### src/rtl/fsram_pkg.sv
package fsram_pkg;

    // Command decoded from the sampled control inputs of one clock edge
    typedef enum logic [1:0] {
        CMD_HOLD  = 2'd0,   // clock enable inactive: nothing moves
        CMD_LOAD  = 2'd1,   // new address with all selects active
        CMD_DESEL = 2'd2,   // load cycle with a select inactive
        CMD_ADV   = 2'd3    // burst continuation
    } cmd_e;

    // State of the access currently owning the array port
    typedef struct packed {
        logic valid;    // an access is active
        logic write;    // the active access is a write
        logic il;       // burst order: 1 interleaved, 0 linear
    } acc_t;

    function automatic cmd_e classify(input logic cen_n, input logic ld_n,
                                      input logic sel_ok);
        cmd_e c;
        if (cen_n)       c = CMD_HOLD;
        else if (ld_n)   c = CMD_ADV;
        else if (sel_ok) c = CMD_LOAD;
        else             c = CMD_DESEL;
        return c;
    endfunction

endpackage

### src/rtl/fsram_seq.sv
module fsram_seq
    import fsram_pkg::*;
#(
    parameter int NSEL  = 3,
    parameter int LANES = 2
) (
    input  logic             clk,
    input  logic             rst,
    input  logic             cen_n,
    input  logic [NSEL-1:0]  csel_n,
    input  logic             ld_n,
    input  logic             we_n,
    input  logic [LANES-1:0] bw_n,
    input  logic             burst_il,
    output cmd_e             cmd,
    output acc_t             acc,
    output logic [LANES-1:0] lane_en
);

    logic sel_ok;

    assign sel_ok = (csel_n == '0);
    assign cmd    = classify(cen_n, ld_n, sel_ok);

    always_ff @(posedge clk) begin
        if (rst) begin
            acc     <= '0;
            lane_en <= '0;
        end else begin
            unique case (cmd)
                CMD_LOAD: begin
                    acc.valid <= 1'b1;
                    acc.write <= ~we_n;
                    acc.il    <= burst_il;
                    lane_en   <= ~bw_n;
                end
                CMD_DESEL: begin
                    acc.valid <= 1'b0;
                    acc.write <= 1'b0;
                    lane_en   <= '0;
                end
                CMD_ADV: begin
                    // type is kept; strobes are sampled again for each beat
                    if (acc.valid) lane_en <= ~bw_n;
                end
                default: ;
            endcase
        end
    end

endmodule

### src/rtl/fsram_burst.sv
module fsram_burst
    import fsram_pkg::*;
#(
    parameter int AW = 6,
    parameter int BW = 2
) (
    input  logic          clk,
    input  logic          rst,
    input  cmd_e          cmd,
    input  logic          active,
    input  logic          il,
    input  logic [AW-1:0] addr,
    output logic [AW-1:0] cur_addr
);

    logic [AW-1:0] base_q;
    logic [BW-1:0] step_q;
    logic [BW-1:0] low_bits;

    always_ff @(posedge clk) begin
        if (rst) begin
            base_q <= '0;
            step_q <= '0;
        end else if (cmd == CMD_LOAD) begin
            base_q <= addr;
            step_q <= '0;
        end else if (cmd == CMD_ADV && active) begin
            step_q <= step_q + 1'b1;
        end
    end

    always_comb begin
        if (il) low_bits = base_q[BW-1:0] ^ step_q;
        else    low_bits = base_q[BW-1:0] + step_q;
    end

    assign cur_addr = {base_q[AW-1:BW], low_bits};

endmodule

### src/rtl/fsram_array.sv
module fsram_array #(
    parameter int DEPTH  = 64,
    parameter int LANES  = 2,
    parameter int LANE_W = 9
) (
    input  logic                      clk,
    input  logic                      commit,
    input  logic [LANES-1:0]          lane_en,
    input  logic [$clog2(DEPTH)-1:0]  waddr,
    input  logic [LANES*LANE_W-1:0]   wdata,
    input  logic [$clog2(DEPTH)-1:0]  raddr,
    output logic [LANES*LANE_W-1:0]   rdata
);

    localparam int WORD_W = LANES * LANE_W;

    logic [WORD_W-1:0] mem [DEPTH];

    for (genvar g = 0; g < LANES; g++) begin : g_lane
        always_ff @(posedge clk) begin
            if (commit && lane_en[g])
                mem[waddr][g*LANE_W +: LANE_W] <= wdata[g*LANE_W +: LANE_W];
        end
    end

    assign rdata = mem[raddr];

endmodule

### src/rtl/fsram_top.sv
module fsram_top
    import fsram_pkg::*;
#(
    parameter int DEPTH     = 64,
    parameter int LANES     = 2,
    parameter int LANE_W    = 9,
    parameter int NSEL      = 3,
    parameter int BURST_LEN = 4,
    localparam int AW       = $clog2(DEPTH),
    localparam int WORD_W   = LANES * LANE_W
) (
    input  logic              clk,
    input  logic              rst,
    input  logic              cen_n,
    input  logic [NSEL-1:0]   csel_n,
    input  logic              ld_n,
    input  logic              we_n,
    input  logic [LANES-1:0]  bw_n,
    input  logic              burst_il,
    input  logic [AW-1:0]     addr,
    input  logic              oe_n,
    input  logic [WORD_W-1:0] din,
    output logic [WORD_W-1:0] dout,
    output logic              dout_en
);

    localparam int BW = $clog2(BURST_LEN);

    cmd_e             cmd;
    acc_t             acc;
    logic [LANES-1:0] lane_en;
    logic [AW-1:0]    cur_addr;
    logic             acc_valid;
    logic             acc_write;
    logic             commit;

    fsram_seq #(.NSEL(NSEL), .LANES(LANES)) u_seq (
        .clk      (clk),
        .rst      (rst),
        .cen_n    (cen_n),
        .csel_n   (csel_n),
        .ld_n     (ld_n),
        .we_n     (we_n),
        .bw_n     (bw_n),
        .burst_il (burst_il),
        .cmd      (cmd),
        .acc      (acc),
        .lane_en  (lane_en)
    );

    assign acc_valid = acc.valid;
    assign acc_write = acc.write;

    fsram_burst #(.AW(AW), .BW(BW)) u_burst (
        .clk      (clk),
        .rst      (rst),
        .cmd      (cmd),
        .active   (acc_valid),
        .il       (acc.il),
        .addr     (addr),
        .cur_addr (cur_addr)
    );

    // write data phase completes on the next enabled edge
    assign commit = !rst && !cen_n && acc_valid && acc_write;

    fsram_array #(.DEPTH(DEPTH), .LANES(LANES), .LANE_W(LANE_W)) u_array (
        .clk     (clk),
        .commit  (commit),
        .lane_en (lane_en),
        .waddr   (cur_addr),
        .wdata   (din),
        .raddr   (cur_addr),
        .rdata   (dout)
    );

    assign dout_en = acc_valid && !acc_write && !oe_n;

endmodule

### config.mk
export PLATFORM = sky130hd
export DESIGN_NAME = fsram_top
export DESIGN_NICKNAME = d
export VERILOG_FILES = /design/src/rtl/fsram_pkg.sv /design/src/rtl/fsram_seq.sv /design/src/rtl/fsram_burst.sv /design/src/rtl/fsram_array.sv /design/src/rtl/fsram_top.sv
export SDC_FILE = /design/constraint.sdc
export NUM_CORES = 1
export LEC_CHECK = 0
export CAP_MARGIN = 40
export CORE_MARGIN = 2
export CORE_UTILIZATION = 30
export CTS_BUF_LIST = sky130_fd_sc_hd__clkbuf_16
export CTS_CLUSTER_SIZE = 14
export DETAILED_ROUTE_END_ITERATION = 10
export PLACE_DENSITY = 0.42
export SYNTH_ARGS = -nofsm -noshare
export SYNTH_HDL_FRONTEND = slang
export SYNTH_SLANG_ARGS = --single-unit
### constraint.sdc
create_clock -name clk -period 3.96 [get_ports clk]
set_input_delay 0.792 -clock clk [delete_from_list [all_inputs] [get_ports clk]]
set_output_delay 0.792 -clock clk [all_outputs]
set_load 0.01 [all_outputs]
==> metrics.cfg <==
[run_status]
status = finished, violations left
violations = setup timing

[timing]
grt_setup_unrepaired = yes
report.final.slew_viol_count = 0
period_needed_ns = 4.386
fin_skew_ns = 0.04153
fmax_mhz = 228.0
final.period_utilization_pct = 110.8
relSlewSlack_pct = 39.71
setup_ws_ns = -0.4262
holdWs_ns = 0.2527
setup_viol = 18
hold_violations = 0
worstMarginPinSlew_ns = 0.9044

[routing]
first_pass_iters = 5
drt_iter0_drc = 2576
dr_wl_met3_um = 7849
ant_nets = 0
highest_layer = met5
wirelength_met1_um = 67710
via_per_inst = 4.989
route.met2.wl_um = 69950
totalWireLength_um = 149800
wl_per_cell_um = 26.22
drcViolationCount = 0
vias = 28500

[synthesis]
synthAdderAreaFrac_pct = 0.02756
ys_seq_area_share_pct = 76.77
synthMuxAreaShare_pct = 5.655
synth_top_area_cell = edfxtp_1
yosys_most_used_dff = edfxtp_1
yosysWarningCount = 0
async_reset_ff_share_pct = 0
synthXorXnorAreaFrac_pct = 0.1543
synth_top_family_by_area = simple AND/OR/NAND/NOR gates
synthSimpleGateAreaFrac_pct = 10.65
synth.distinct_cells = 47
synth-edff-count = 1152
synth-compound-area-share_pct = 4.856
syn_area_um2 = 45400
synth_top_area_share_pct = 76.20
syn_nets = 3070
postSynthCellCount = 3033
avgSynthCellArea_um2 = 14.97
ys_seq_elements = 1165
synth_area_leaders = edfxtp_1 76%, nand2_1 5.8%, mux2i_1 4.4%

[floorplanning]
initial_core_util_pct = 30.24
dieArea_um2 = 154500
die_x_um = 393.0
core_um2 = 150100
row_count = 142
io_pins = 55
die_h_um = 393.0

[finish]
multi_input_area_um2 = 11160
n_fill_cell = 13927
drive_gt1_share_pct = 27.59
layout.cells.non_filler = 5712
nNetsFinal = 3626
fin_util_pct = 39.29
regArea_um2 = 34860
syn_to_final_growth_pct = 29.92
final_area_um2 = 58980

[power]
power_leakage_nw = 19.67
switching_share_pct = 21.27
power.share.combinational_pct = 2.8
clkPwrFrac_pct = 45.8
switchingPower_w = 0.005610
ir_worst_vdd_uv = 340.1
pwr-share-seq_pct = 51.4
power_density_nw_per_um2 = 447.0
p_int_w = 0.02076

[place]
dp_hpwl_um = 96540
dpl_cell_area_um2 = 51720
port_buffers = 54
dp_cells = 5374
gp_congestion = 0.8187

[critical_path]
crit_arrival_ns = 3.59
worstPathCellList = ha_4, nor2b_4, xnor2_4, buf_12, buf_16, buf_6, buf_12, buf_4, mux2i_1, a221oi_2, a31oi_1, nand4_1, buf_6
critPathKind = reg -> out
max_stage_delay_ns = 0.35
crit_family = buffers and inverters
critPathCaptureType = output port
cp.required_ns = 3.17
critical_path_peak_fanout = 10
worstSetupStartpointType = flip-flop
slowest_stage = dfxtp_2
worst-path-buf-inv = 6

[clock_tree]
cts_tree = yes
cts_buffers = 137
htreeDepth = 4
root_buffer = clkbuf_16
hold_buffers = 0
cts.sinks = 1165
path_clk_slew_ns = 0.05
clockBufferDepth = 3
insertion_delay_ns = 0.78

[grt]
grt_max_degree = 65
grt_util_all_layers_pct = 19.37
antenna_found_initial = 13
grt_pass1_vias = 28858
grt.overflow.total = 0
grt_pass1_wl_um = 212500

[run]
maxCapViolations = 0

[hold_path]
hp-class = in -> reg

[power by group through the flow]
stage	registers (W)	clock network, W	logic (W)
final	0.0135	0.0121	0.000729
after global routing	0.0135	0.0129	0.000775
after CTS	0.0135	0.0124	0.000720
after detailed placement	0.0138	0	0.000661
after global placement	0.0138	0	0.000628
after floorplan	0.0138	0	0.000162
[final timing paths]
| path | startpoint | to | slack (ns) | depth (start not counted) |
|---|---|---|---|---|
| max | u_burst.step_q[0] | dout[7] | -0.43 | 13 |
| min reg2reg | u_seq.acc[2] | u_seq.acc[2] | 0.48 | 2 |
| min | din[16] | u_array.mem[15][16] | 0.25 | 1 |
| max reg2reg | u_burst.step_q[0] | u_array.mem[48][2] | 1.03 | 9 |
[stage by stage]
step | setup TNS (ns) | power [W] | worst slack, ns
finish | -5.829 | 0.02637 | -0.4262
global route | -8.151 | 0.02720 | -0.5333
CTS | -7.757 | 0.02664 | -0.5349
detailed placement | -5.106 | 0.01447 | -0.6556
global placement | -5.572 | 0.01444 | -0.7363
floorplan | 0 | 0.01397 | 0.8836
[registers in the layout, summed over array words and instances (netlist names)]
signal and flops:
u_burst.step_q 2, u_seq.lane_en 2, u_array.mem 1152, u_burst.base_q 6, u_seq.acc 3
[cell families after synthesis]
| group | after synthesis |
|---|---|
| DFF | 1165 |
| xor gates and xnor gates | 5 |
| muxes | 224 |
| AOI/OAI and AO/OA | 300 |
| adders and majority gates | 1 |
| buffers and inverters | 192 |
| and+or+nand+nor | 1146 |
[synth_stat cells (all sizes together), types with 26 or more instances]
| library cell | instances |
|---|---|
| a31oi | 129 |
| edfxtp | 1152 |
| a221oi | 64 |
| a32oi | 64 |
| mux2i | 198 |
| nand2 | 700 |
| nand3 | 196 |
| nor2 | 141 |
| and3 | 65 |
| clkbuf | 87 |
| buf | 102 |
| mux4 | 26 |
[per-layer routing]
layer,vias to the layer above,track usage (%)
li1,12716,-
met1,14735,26.86
met2,828,30.63
met3,213,3.490
met4,8,6.506
met5,-,0
[worst reg2reg max path: stages (launching register included)]
cell and delay (ns):
dfxtp_2 0.35, ha_4 0.13, nor2b_4 0.21, buf_6 0.14, xor2_4 0.22, buf_12 0.19
buf_4 0.23, nand2_2 0.36, nor2_1 0.56, buf_4 0.24
[cell usage in the layout (no fill, tap or decap), types with 31 or more instances in the layout]
master	instances
nand2_1	693
edfxtp_1	1152
buf_12	64
a31oi_4	31
a32oi_1	60
mux2i_1	158
buf_6	39
buf_4	418
a31oi_1	77
nor2_1	139
and3_4	36
clkbuf_16	144
mux2i_2	34
nand3_1	188
a221oi_1	33
[area by class of cell]
class	count	share of cell area [%]
sequential	1165	59.10
multi-input combinational	1676	18.92
antenna	2	0.008485
clock buffer	140	5.940
inverter	3	0.01909
tap	2016	4.277
clock inverter	104	1.375
timing repair buffer	606	10.36
[repair_timing]
| action | CTS | global route |
|---|---|---|
| pin swaps | 49 | 53 |
| setup endpoints to repair | 18 | 18 |
| gates resized for setup | 316 | 124 |
| setup buffers | 44 | 37 |
| cloned | 17 | 4 |
| endpoints found under the hold margin | 0 | 0 |
(Power assumes the default switching activity.)
